[src/rtl/rsv_pkg.sv]
package rsv_pkg;

   typedef enum logic [1:0] {
      OP_LOAD       = 2'd0,
      OP_LOAD_RES   = 2'd1,
      OP_STORE      = 2'd2,
      OP_STORE_COND = 2'd3
   } rsv_op_e;

   localparam logic [1:0] RESP_OKAY  = 2'b00;
   localparam logic [1:0] RESP_XFAIL = 2'b10;

   typedef struct packed {
      logic       valid;
      logic [1:0] code;
      logic       wr;
   } rsv_resp_t;

endpackage

[src/rtl/rsv_gran_cmp.sv]
module rsv_gran_cmp #(
   parameter int ADDR_W    = 32,
   parameter int GRAN_LOG2 = 2
) (
   input  logic [ADDR_W-1:0] addr_a,
   input  logic [ADDR_W-1:0] addr_b,
   output logic              same_gran
);
   localparam logic [ADDR_W-1:0] GMASK = {ADDR_W{1'b1}} << GRAN_LOG2;

   generate
      if (GRAN_LOG2 == 0) begin : g_exact
         assign same_gran = (addr_a == addr_b);
      end else begin : g_masked
         assign same_gran = (((addr_a ^ addr_b) & GMASK) == '0);
      end
   endgenerate
endmodule

[src/rtl/rsv_state.sv]
module rsv_state #(
   parameter int ADDR_W    = 32,
   parameter int GRAN_LOG2 = 2
) (
   input  logic              clk,
   input  logic              rst_n,
   input  logic              set_req,
   input  logic              kill_req,
   input  logic [ADDR_W-1:0] set_addr,
   output logic              active,
   output logic [ADDR_W-1:0] addr
);
   localparam logic [ADDR_W-1:0] GMASK = {ADDR_W{1'b1}} << GRAN_LOG2;

   logic              active_q;
   logic [ADDR_W-1:0] addr_q;

   always_ff @(posedge clk) begin
      if (!rst_n) begin
         active_q <= 1'b0;
         addr_q   <= '0;
      end else if (kill_req) begin
         active_q <= 1'b0;
      end else if (set_req) begin
         active_q <= 1'b1;
         addr_q   <= set_addr & GMASK;
      end
   end

   assign active = active_q;
   assign addr   = addr_q;
endmodule

[src/rtl/rsv_resp.sv]
module rsv_resp
   import rsv_pkg::*;
(
   input  logic      clk,
   input  logic      rst_n,
   input  rsv_resp_t resp_d,
   output rsv_resp_t resp_q
);
   always_ff @(posedge clk) begin
      if (!rst_n) begin
         resp_q <= '{valid: 1'b0, code: RESP_OKAY, wr: 1'b0};
      end else begin
         resp_q <= resp_d;
      end
   end
endmodule

[src/rtl/rsv_monitor.sv]
module rsv_monitor
   import rsv_pkg::*;
#(
   parameter int ADDR_W       = 32,
   parameter int GRAN_LOG2    = 2,
   parameter bit CLR_ON_STORE = 1'b1
) (
   input  logic              clk,
   input  logic              rst_n,
   input  logic              cmd_valid,
   input  logic [1:0]        cmd_op,
   input  logic [ADDR_W-1:0] cmd_addr,
   input  logic              ext_clear,
   output logic              rsv_active,
   output logic [ADDR_W-1:0] rsv_addr,
   output logic              resp_valid,
   output logic [1:0]        resp_code,
   output logic              sc_wr_en
);
   generate
      if (ADDR_W < 2) begin : g_bad_addr_w
         $error("rsv_monitor: ADDR_W must be at least 2");
      end
      if (GRAN_LOG2 < 0 || GRAN_LOG2 >= ADDR_W) begin : g_bad_gran
         $error("rsv_monitor: GRAN_LOG2 must lie in 0..ADDR_W-1");
      end
   endgenerate

   rsv_op_e   op;
   logic      is_lr, is_st, is_sc;
   logic      hit;
   logic      sc_ok;
   logic      store_kill;
   logic      set_req, kill_req;
   rsv_resp_t resp_d, resp_q;

   assign op    = rsv_op_e'(cmd_op);
   assign is_lr = cmd_valid && (op == OP_LOAD_RES);
   assign is_st = cmd_valid && (op == OP_STORE);
   assign is_sc = cmd_valid && (op == OP_STORE_COND);

   rsv_gran_cmp #(.ADDR_W(ADDR_W), .GRAN_LOG2(GRAN_LOG2)) i_cmp (
      .addr_a    (cmd_addr),
      .addr_b    (rsv_addr),
      .same_gran (hit)
   );

   generate
      if (CLR_ON_STORE) begin : g_store_kill
         assign store_kill = is_st && rsv_active && hit;
      end else begin : g_store_keep
         assign store_kill = 1'b0;
      end
   endgenerate

   // the external clear takes priority over everything arriving in the same cycle
   assign sc_ok    = is_sc && rsv_active && !ext_clear && hit;
   assign set_req  = is_lr && !ext_clear;
   assign kill_req = ext_clear || is_sc || store_kill;

   rsv_state #(.ADDR_W(ADDR_W), .GRAN_LOG2(GRAN_LOG2)) i_state (
      .clk      (clk),
      .rst_n    (rst_n),
      .set_req  (set_req),
      .kill_req (kill_req),
      .set_addr (cmd_addr),
      .active   (rsv_active),
      .addr     (rsv_addr)
   );

   always_comb begin
      resp_d.valid = cmd_valid;
      resp_d.code  = (is_sc && !sc_ok) ? RESP_XFAIL : RESP_OKAY;
      resp_d.wr    = is_st || sc_ok;
   end

   rsv_resp i_resp (
      .clk    (clk),
      .rst_n  (rst_n),
      .resp_d (resp_d),
      .resp_q (resp_q)
   );

   assign resp_valid = resp_q.valid;
   assign resp_code  = resp_q.code;
   assign sc_wr_en   = resp_q.wr;
endmodule

[config.mk]
export PLATFORM = sky130hd
export DESIGN_NAME = rsv_monitor
export DESIGN_NICKNAME = d
export VERILOG_FILES = /design/src/rtl/rsv_pkg.sv /design/src/rtl/rsv_gran_cmp.sv /design/src/rtl/rsv_state.sv /design/src/rtl/rsv_resp.sv /design/src/rtl/rsv_monitor.sv
export SDC_FILE = /design/constraint.sdc
export NUM_CORES = 1
export LEC_CHECK = 0
export ABC_CLOCK_PERIOD_IN_PS = 1700
export BUFFER_PORTS_ARGS = -buffer_cell sky130_fd_sc_hd__buf_4
export CAP_MARGIN = 20
export CORE_MARGIN = 5
export CORE_UTILIZATION = 46
export DETAILED_ROUTE_END_ITERATION = 16
export PLACE_DENSITY = 0.77
export SYNTH_ARGS = -nofsm -noshare
export SYNTH_HDL_FRONTEND = slang
export SYNTH_SLANG_ARGS = --single-unit
[constraint.sdc]
create_clock -name clk -period 1.7 [get_ports clk]
set_input_delay 0.17 -clock clk [delete_from_list [all_inputs] [get_ports clk]]
set_output_delay 0.17 -clock clk [all_outputs]
set_load 0.01 [all_outputs]
Word level (Yosys, flattened, before mapping)
Index checks and enable logic that the tools add are counted.

Reduce and logical (&&, ||, !) cells: 18. $mul: 0. Add/sub/neg operators: 0. Magnitude comparators: 0. Shift-type cells: 0. Equality and inequality tests: 3. Divide/modulo/power cells: 0. Bitwise operators: 3. Muxes and demuxes: 1.

Operators by type and width (number): 32-bit logical NOT (1); 32-bit bitwise XOR (1); 1-bit logical AND (10); 2-bit == test (second input constant) (2); 1-bit logical OR (3); 2-bit by 1-bit == test with 1-bit output (second input constant) (1); 1-bit logical NOT (2); 2-bit two-way mux (1); 1-bit NOT (2); 2-bit AND reduction (1); 2-bit OR reduction (1).

Memory bits (writable): 0. Latch bits: 0. Bits in read-only memories: 0. Input port bits: 38. Bits in registers: 35. Memories kept: 0.

Logic depth before layout (Yosys ltp)
Gate-level depths: netlist of run 1.

Depth after elaboration: 8. Gate-level depth with buffers: 5.

Cells and area by module
A second synthesis of run 1 with hierarchy kept.

Cell total of the unflattened synthesis: 194. Area total of the unflattened synthesis: 1785.5 sq um.

Modules (own cells, without submodules): rsv_state (sequential area each 620.6 sq um, times used 1, area an instance 1296.2 sq um, cells each 138); rsv_gran_cmp (sequential area each 0.0 sq um, times used 1, area an instance 330.3 sq um, cells each 40); rsv_resp (sequential area each 80.1 sq um, times used 1, area an instance 105.1 sq um, cells each 8); rsv_monitor (sequential area each 0.0 sq um, times used 1, area an instance 53.8 sq um, cells each 8).

Worst setup path before layout of run 1
No wires, ideal clock.

Path kind: reg-to-reg. From: register i_state.addr_q[15], in the netlist i_state.addr[15]. To: register i_state.active_q, in the netlist i_state.active. Required time: 1.584 ns. Path buffers: 0. Stages on the path, launching flop included: 6. Arrival: 1.257 ns. Setup time: 0.116 ns. Slack: 0.327 ns. Path through: dfxtp_1 -> xnor2_1 -> nand4_1 -> nor4_1 -> nand4_1 -> a41o_1.

Word-level cells in the longest chain between the ends: 5.

Ends and longest elaborated chain: start: declaration (RTL line rsv_state.sv:16) `logic [ADDR_W-1:0] addr_q;`; start signal: assignment (RTL line rsv_state.sv:26) `addr_q <= set_addr & GMASK;`; 32-bit bitwise XOR (RTL line rsv_gran_cmp.sv:15) `assign same_gran = (((addr_a ^ addr_b) & GMASK) == '0);`; 32-bit logical NOT (RTL line rsv_gran_cmp.sv:15); 1-bit logical AND (RTL line rsv_monitor.sv:50) `assign store_kill = is_st && rsv_active && hit;`; 1-bit logical OR (RTL line rsv_monitor.sv:59) `assign kill_req = ext_clear || is_sc || store_kill;`; 2-bit OR reduction (no line); end signal: assignment (RTL line rsv_state.sv:20) `active_q <= 1'b0;`; end signal: assignment (RTL line rsv_state.sv:23) `active_q <= 1'b0;`; end signal: assignment (RTL line rsv_state.sv:25) `active_q <= 1'b1;`; end: declaration (RTL line rsv_state.sv:15) `logic active_q;`.

Every way passes these cells. A chain may end at the register's enable or synchronous reset.

Worst setup path in the final report of run 1
From: register i_state.addr_q[4], in the netlist i_state.addr[4]. To: register i_state.active_q, in the netlist i_state.active.

Same word-level chain as after synthesis.

==> metrics.md, run 1 <==
| Metric | Value |
|---|---|
| Status | complete, no violations |
| Post-route ant nets | 0 |
| EDFF count, synth | 0 |
| CTS tree | built |
| CTS sink count | 34 |
| Multi-input combinational cell area | 891 µm² |
| Commonest cells in the netlist | 62 x nand2_1, 34 x dfxtp_1, 30 x a21boi_1, 19 x xnor2_1, 11 x xor2_1 |
| Fin. Hold Viols | 0 |
| Synth warn | 0 |
| Largest net degree at the start of global routing | 34 |
| Global-route wire length before repair | 6.62 mm |
| I/O Buffers | 69 |
| Max Clk Rate | 647 MHz |
| Clk pwr share | 28.8% |
| Fillers | 309 |
| Routed wire length per instance | 13.4 µm |
| Share of the synthesized area in the top cell type | 42.1% |
| DR vias/cell | 4.81 |
| GRT overflow | 0 |
| Most used DFF post-synth | dfxtp_1 |
| Seq/Total Area, Yosys | 42.1% |
| Number of synthesized register bits | 34 |
| Vias in the first global route | 1422 |
| Worst IR Drop VDD | 0.533 mV |
| Tot GR Track Use | 17.2% |
| Pwr Density | 673 nW/µm² |
| Storage element area | 681 µm² |
| Core area | 3360 µm² |
| Final Cycle Share | 90.9% |
| Compound-Gate Fraction of Synth Area | 16.3% |
| Leak | 0.944 nW |
| Syn Area/Cell | 8.38 µm² |
| I/O pin count | 75 |
| TritonCTS buffer count | 5 |
| Area grow syn2layout | 37.2% |
| Top-count cell post-synth | nand2_1 |
| Max Clock Skew | 0.00367 ns |
| Root Buffer | clkbuf_4 |
| Design Power | 1.49 mW |
| Post-route cell area | 2220 µm² |
| Rows | 21 |
| Post-DP Area | 2160 µm² |
| First DRT Iteration DRCs | 113 |
| Library cells used by synthesis | 24 |
| Final WS setup | 0.155 ns |
| WS Path Type | flop to flop |
| Routed wire length | 4.09 mm |
| P_int | 1.13 mW |
| Crit-path max FO | 3 |
| Final setup vio count | 0 |
| Synth area leader | dfxtp_1 |
| Switching Share | 24.4% |
| Reg-to-reg startpoint | i_state.addr[4] |
| H-tree depth | 2 |
| CP Launch Type | flop |
| CTS Hold Bufs | 0 |
| Mux contribution to synthesized area | 0% |
| Antenna violations before repair | 0 |
| Worst-path clk slew | 0.10 ns |
| Die Area | 4800 µm² |
| Total negative setup slack | 0 ns |
| Tmin final | 1.55 ns |
| Vias | 1472 |
| CP arrival | 1.77 ns |
| Later-pin clock latency in the skew report | 0.32 ns |
| Seq pwr share | 55.5% |
| Max-cap violations | 0 |
| Simple-Gate Fraction of Synth Area | 21.1% |
| Max-slew violation count | 0 |
| Post-DP HPWL | 2.98 mm |
| Clock buffer depth | 2 |
| Post-route DRC | 0 |
| Nets@finish | 299 |
| GPL Wtd Cong | 0.788 |
| Post-synthesis xor/xnor area fraction | 16.3% |
| Die Width | 69.3 µm |
| Final antenna diode count | 0 |
| Initial Util | 48.1% |
| Synth Area in Adders | 0% |
| Largest family of logic cells by synthesized area | simple AND/OR/NAND/NOR gates |
| CP endpoint kind | flop |
| Post-Place Cells | 300 |
| Layout cells sized above 1 | 30.4% |
| Final cell count without fillers | 306 |
| Mapped cell area | 1620 µm² |
| Worst path required time | 1.92 ns |
| Top cells by area, synth | dfxtp_1 42%, nand2_1 14%, a21boi_1 14% |
| Async SR Flop Fraction | 0% |
| Critical Path Start | i_state.addr[4] |
| NetSw | 364 µW |
| Die H | 69.3 µm |
| Min-delay worst type | primary input to flop |
| TritonRoute pass-1 iters | 4 |
| Comb power frac | 15.7% |
| Worst hold start | cmd_op[0] |
| Post-synthesis cell count | 193 |
| RSZ-0062 raised after global routing | false |
| Post-Place Worst Slack | 0.143 ns |
-- path summary, 6_finish.rpt --
| kind | to | slack [ns] | cells past startpoint |
|---|---|---|---|
| worst max-delay path | i_state.active | 0.15 | 5 |
| worst max register to register | i_state.active | 0.15 | 5 |
| worst min-delay path | i_resp.resp_q[0] | 0.08 | 2 |
| worst min register to register | i_state.addr[15] | 0.48 | 2 |
-- routing by layer --
metal / GRT usage (%) / part of all wire (%) / vias to the layer above
li1: - / - / 759
met1: 20.8 / 43 / 658
met2: 27.4 / 48 / 51
met3: 8.41 / 8.3 / 4
met4: 3.90 / 1.1 / 0
met5: 0 / 0 / -
-- critical path, stage by stage (launching register included) --
cell     delay (ns)
dfxtp_1        0.34
xnor2_1        0.22
nand4_1        0.13
nor4_2         0.30
nand4_1        0.19
a41o_1         0.27
-- power by group through the flow --
stage / combinational [mW] / sequential, mW / clock [mW]
after global routing: 0.256 / 0.832 / 0.486
after global placement: 0.233 / 0.847 / 0
after CTS: 0.235 / 0.829 / 0.445
after detailed placement: 0.235 / 0.848 / 0
after floorplan: 0.0999 / 0.855 / 0
final: 0.234 / 0.829 / 0.430
-- final cells by class --
class,count,share of cell area (%)
tap,46,2.60
clock buffer,6,2.31
sequential,34,30.7
timing repair buffer,71,24.0
inverter,1,0.169
multi-input combinational,148,40.2
-- through the flow --
| stage | util [%] | hold slack [ns] |
|---|---|---|
| after floorplan | - | 0.284 |
| after global placement | 64.2 | 0.421 |
| after detailed placement | 64.2 | 0.420 |
| after CTS | 65.7 | 0.0665 |
| after global routing | 65.9 | 0.0674 |
| final | 65.9 | 0.0797 |
-- registers in the layout, indices dropped and copies added, names as in the netlist --
signal,flops
i_state.addr,30
i_state.active,1
i_resp.resp_q,3
-- cells by family (layout without fill, tap and decap cells) --
kind of cell	count (synthesis)	in the layout
AND/OR/NAND/NOR	80	80
XOR/XNOR	30	30
buffers and inverters	13	78
flip-flops	34	34
other	1	3
AO/OA/AOI/OAI	35	35
-- cells in the final DEF, fill, tap and decap left out, types with 2 or more instances in the layout --
| cell | n |
|---|---|
| xnor2_1 | 19 |
| a21boi_1 | 30 |
| nor4_1 | 3 |
| nor2b_1 | 2 |
| dfxtp_1 | 34 |
| conb_1 | 3 |
| buf_4 | 71 |
| clkbuf_4 | 5 |
| nand4_1 | 6 |
| nand2_1 | 62 |
| xor2_1 | 11 |
-- repair_timing --
action | CTS | global route
buffers inserted | 0 | 0
endpoints found under the setup margin | 0 | 2
hold endpoints to repair | 0 | 0
resized for setup | 0 | 1
(Power assumes the default switching activity.)
==> run 2: changes to the inputs <==
--- a/config.mk
+++ b/config.mk
@@ -9,9 +9,11 @@
 export BUFFER_PORTS_ARGS = -buffer_cell sky130_fd_sc_hd__buf_4
 export CAP_MARGIN = 20
 export CORE_MARGIN = 5
-export CORE_UTILIZATION = 46
+export CORE_UTILIZATION = 45
 export DETAILED_ROUTE_END_ITERATION = 16
-export PLACE_DENSITY = 0.77
+export PLACE_DENSITY = 0.74
+export SKIP_CTS_REPAIR_TIMING = 1
 export SYNTH_ARGS = -nofsm -noshare
 export SYNTH_HDL_FRONTEND = slang
+export SYNTH_HIERARCHICAL = 1
 export SYNTH_SLANG_ARGS = --single-unit
==> run 2 against run 1 <==
Net effect: the run now ends with setup timing left; final cell count increased by 13%; clock power increased by 76%; synthesized cell count increased by 0.52%; non-clock buffer count increased by 37; clock-buffer cell count decreased by 1; setup slack got worse by 0.55 ns; global-route usage decreased by 0.64 points; via count increased by 11%; hold slack improved by 0.029 ns; register-to-register slack got worse by 0.55 ns; critical path depth increased by 4.
==> metrics.md, run 2 <==
| Metric | Value |
|---|---|
| RSZ-0062 raised after global routing | true |
| CTS sink count | 35 (+2.9%) |
| Commonest non-fill, non-tap cell in the layout | buf_4 |
| Comb power frac | 13.4% (-2.3 points) |
| Pwr Density | 667 nW/µm² (-0.85%) |
| TritonRoute pass-1 iters | 4 (unchanged) |
| GRT overflow | 0 (unchanged) |
| Slew @ Worst Pin | 0.600 ns |
| Final setup vio count | 33 (+33) |
| Seq/Total Area, Yosys | 39.2% (-2.9 points) |
| Reg2reg path depth | 9 (+4) |
| Tot GR Track Use | 16.5% (-0.64 points) |
| Root Buffer | clkbuf_8 |
| Max Clock Skew | 0.0121 ns (+0.00841 ns) |
| Top-count cell post-synth | nand2_1 |
| Post-DP HPWL | 3.16 mm (+6.0%) |
| Later-pin clock latency in the skew report | 0.29 ns (-0.03 ns) |
| Max Clk Rate | 478 MHz (-26%) |
| Final antenna diode count | 0 (unchanged) |
| Global-route wire length before repair | 6.97 mm (+5.2%) |
| Synth area leader | dfxtp_1 |
| Post-route DRC | 0 (unchanged) |
| Commonest non-fill, non-tap cells in the layout | 104 x buf_4, 61 x nand2_1, 30 x dfxtp_1, 30 x mux2i_1, 17 x xor2_1 |
| Rows | 22 (+4.8%) |
| Number of synthesized register bits | 35 (+2.9%) |
| Largest net degree at the start of global routing | 66 (+94%) |
| Routed wire length per instance | 13.4 µm (about the same) |
| CP endpoint kind | flop |
| Seq pwr share | 45.5% (-10 points) |
| Failing checks | setup timing |
| Library cells used by synthesis | 23 (-4.2%) |
| Async SR Flop Fraction | 0% (unchanged) |
| Tmin final | 2.09 ns (+0.546 ns) |
| Worst IR Drop VDD | 0.616 mV (+16%) |
| Vias | 1633 (+11%) |
| NetSw | 443 µW (+22%) |
| Clock buffer depth | 2 (unchanged) |
| Final Cycle Share | 123% (+32 points) |
| Status | finished with violations |
| I/O pin count | 75 (unchanged) |
| Die Width | 73.0 µm (+5.4%) |
| Nets@finish | 335 (+12%) |
| Share of the synthesized area in the top cell type | 39.2% (-2.9 points) |
| Clk pwr share | 41.0% (+12 points) |
| Fin. Hold Viols | 0 (unchanged) |
| I/O Buffers | 70 (+1.4%) |
| Routed wire length | 4.63 mm (+13%) |
| WS Path Type | flop to flop |
| Die H | 73.0 µm (+5.4%) |
| Initial Util | 47.7% (-0.37 points) |
| Top cells by area, synth | dfxtp_1 39%, mux2i_1 17%, nand2_1 13% |
| Finished Core Util | 73.7% (+7.8 points) |
| Design Power | 1.84 mW (+23%) |
| Synth warn | 6 (+6) |
| Layout cells sized above 1 | 44.3% (+14 points) |
| Core area | 3740 µm² (+11%) |
| CP arrival | 2.26 ns (+0.49 ns) |
| Die Area | 5330 µm² (+11%) |
| Area grow syn2layout | 54.6% |
| Post-route ant nets | 0 (unchanged) |
| P_int | 1.40 mW (+24%) |
| Switching Share | 24.1% (-0.32 points) |
| Largest register FFs | 30 (unchanged) |
| CTS tree | built |
| Min-delay worst type | primary input to flop |
| First DRT Iteration DRCs | 87 (-23%) |
| Post-synthesis cell count | 194 (+0.52%) |
| H-tree depth | 2 (unchanged) |
| GPL Wtd Cong | 0.734 (-6.9%) |
| Worst-path clk slew | 0.08 ns (-0.02 ns) |
| CP Launch Type | flop |
| Syn Area/Cell | 9.20 µm² (+9.9%) |
| Mapped cell area | 1790 µm² (+10%) |
| Max-slew violation count | 0 (unchanged) |
| Max-cap violations | 0 (unchanged) |
| Commonest cells in the netlist | 61 x nand2_1, 35 x dfxtp_1, 30 x mux2i_1, 20 x xor2_1, 10 x xnor2_1 |
| TritonCTS buffer count | 5 (unchanged) |
| Vias in the first global route | 1563 (+9.9%) |
| Crit-path max FO | 7 (+4) |
| Antenna violations before repair | 0 (unchanged) |
| DR vias/cell | 4.72 (-1.9%) |
| Final WS setup | -0.391 ns (-0.546 ns) |
| Most used DFF post-synth | dfxtp_1 |
| Leak | 1.26 nW (+34%) |
| Hold Path Depth | 2 (unchanged) |
| Worst path required time | 1.87 ns (-0.05 ns) |
| EDFF count, synth | 0 (unchanged) |
| Fillers | 307 (-0.65%) |
| Worst rel slew slack | 60.0% |
==> run 2: changes by cell type in the layout (fill, tap and decap cells not counted), sizes merged, moves of 2 or more <==
| cell | delta |
|---|---|
| mux2i | +30 |
| xnor2 | -9 |
| nor4 | +2 |
| xor2 | +9 |
| clkinv | +2 |
| a21boi | -30 |
| buf | +35 |
| and2 | +3 |
| nand4 | -3 |
==> run 2: path summary, 6_finish.rpt <==
| path | startpoint | end | slack, ns |
|---|---|---|---|
| setup / recovery | i_state/addr[2] | i_state/addr[9] | -0.39 |
| hold / removal | cmd_valid | i_resp/resp_q[3] | 0.11 |
| setup reg to reg | i_state/addr[2] | i_state/addr[9] | -0.39 |
| hold reg to reg | i_state/addr[11] | i_state/addr[11] | 0.58 |
==> run 2: cells by family after synthesis <==
| logic type | after synthesis | synth area share (%) |
|---|---|---|
| AND/OR/NAND/NOR | 81 | 21.0 |
| flip-flops | 35 | 39.2 |
| XOR/XNOR | 30 | 14.7 |
| multiplexers | 30 | 16.8 |
| buffers and inverters | 13 | 6.80 |
| AO/OA/AOI/OAI | 3 | 0.981 |
| other | 2 | 0.421 |
==> run 2: metrics by stage <==
stage               setup WS [ns]  setup TNS, ns  hold WS, ns  std cells  cell area, µm²
detailed placement         -0.611         -17.98        0.407        331            2490
floorplan                  -0.256          -7.63        0.292        195            1790
finish                     -0.391         -11.10        0.109        346            2760
CTS                        -0.650         -18.97        0.102        339            2600
global placement           -0.572         -16.77        0.404        331            2490
global route               -0.570         -17.13        0.103        346            2760
==> run 2: cell type report <==
| class | count | area, µm² | share of cell area [%] |
|---|---|---|---|
| sequential | 35 | 707 | 25.6 |
| timing repair buffer | 108 | 862 | 31.2 |
| clock buffer | 5 | 68.8 | 2.49 |
| clock inverter | 3 | 43.8 | 1.59 |
| multi-input combinational | 147 | 1020 | 36.9 |
| tap | 48 | 60.1 | 2.18 |
==> run 2: layer usage <==
metal / GRT usage [%] / wire length [µm] / up-vias / part of all wire, %
met5: 0 / 0 / - / 0
met4: 4.30 / 39 / 0 / 0.84
met3: 6.61 / 478 / 5 / 10
met2: 26.0 / 2140 / 62 / 46
met1: 21.0 / 1970 / 733 / 43
li1: - / - / 833 / -
==> run 2: critical path, cell delays in order (launching register included) <==
cell       delay [ns]
dfxtp_1          0.33
xor2_1           0.17
nor4_2           0.31
nand4_1          0.18
nor4_2           0.21
a21oi_1          0.14
o21bai_2         0.21
nor2b_4          0.12
clkbuf_16        0.19
mux2i_1          0.11
==> run 2: power groups by stage <==
stage | Sequential (mW) | Clock (mW) | Combinational (mW)
final | 0.839 | 0.756 | 0.247
after CTS | 0.838 | 0.767 | 0.231
after global placement | 0.857 | 0 | 0.227
after global routing | 0.840 | 0.805 | 0.271
after detailed placement | 0.857 | 0 | 0.230
after floorplan | 0.865 | 0 | 0.105
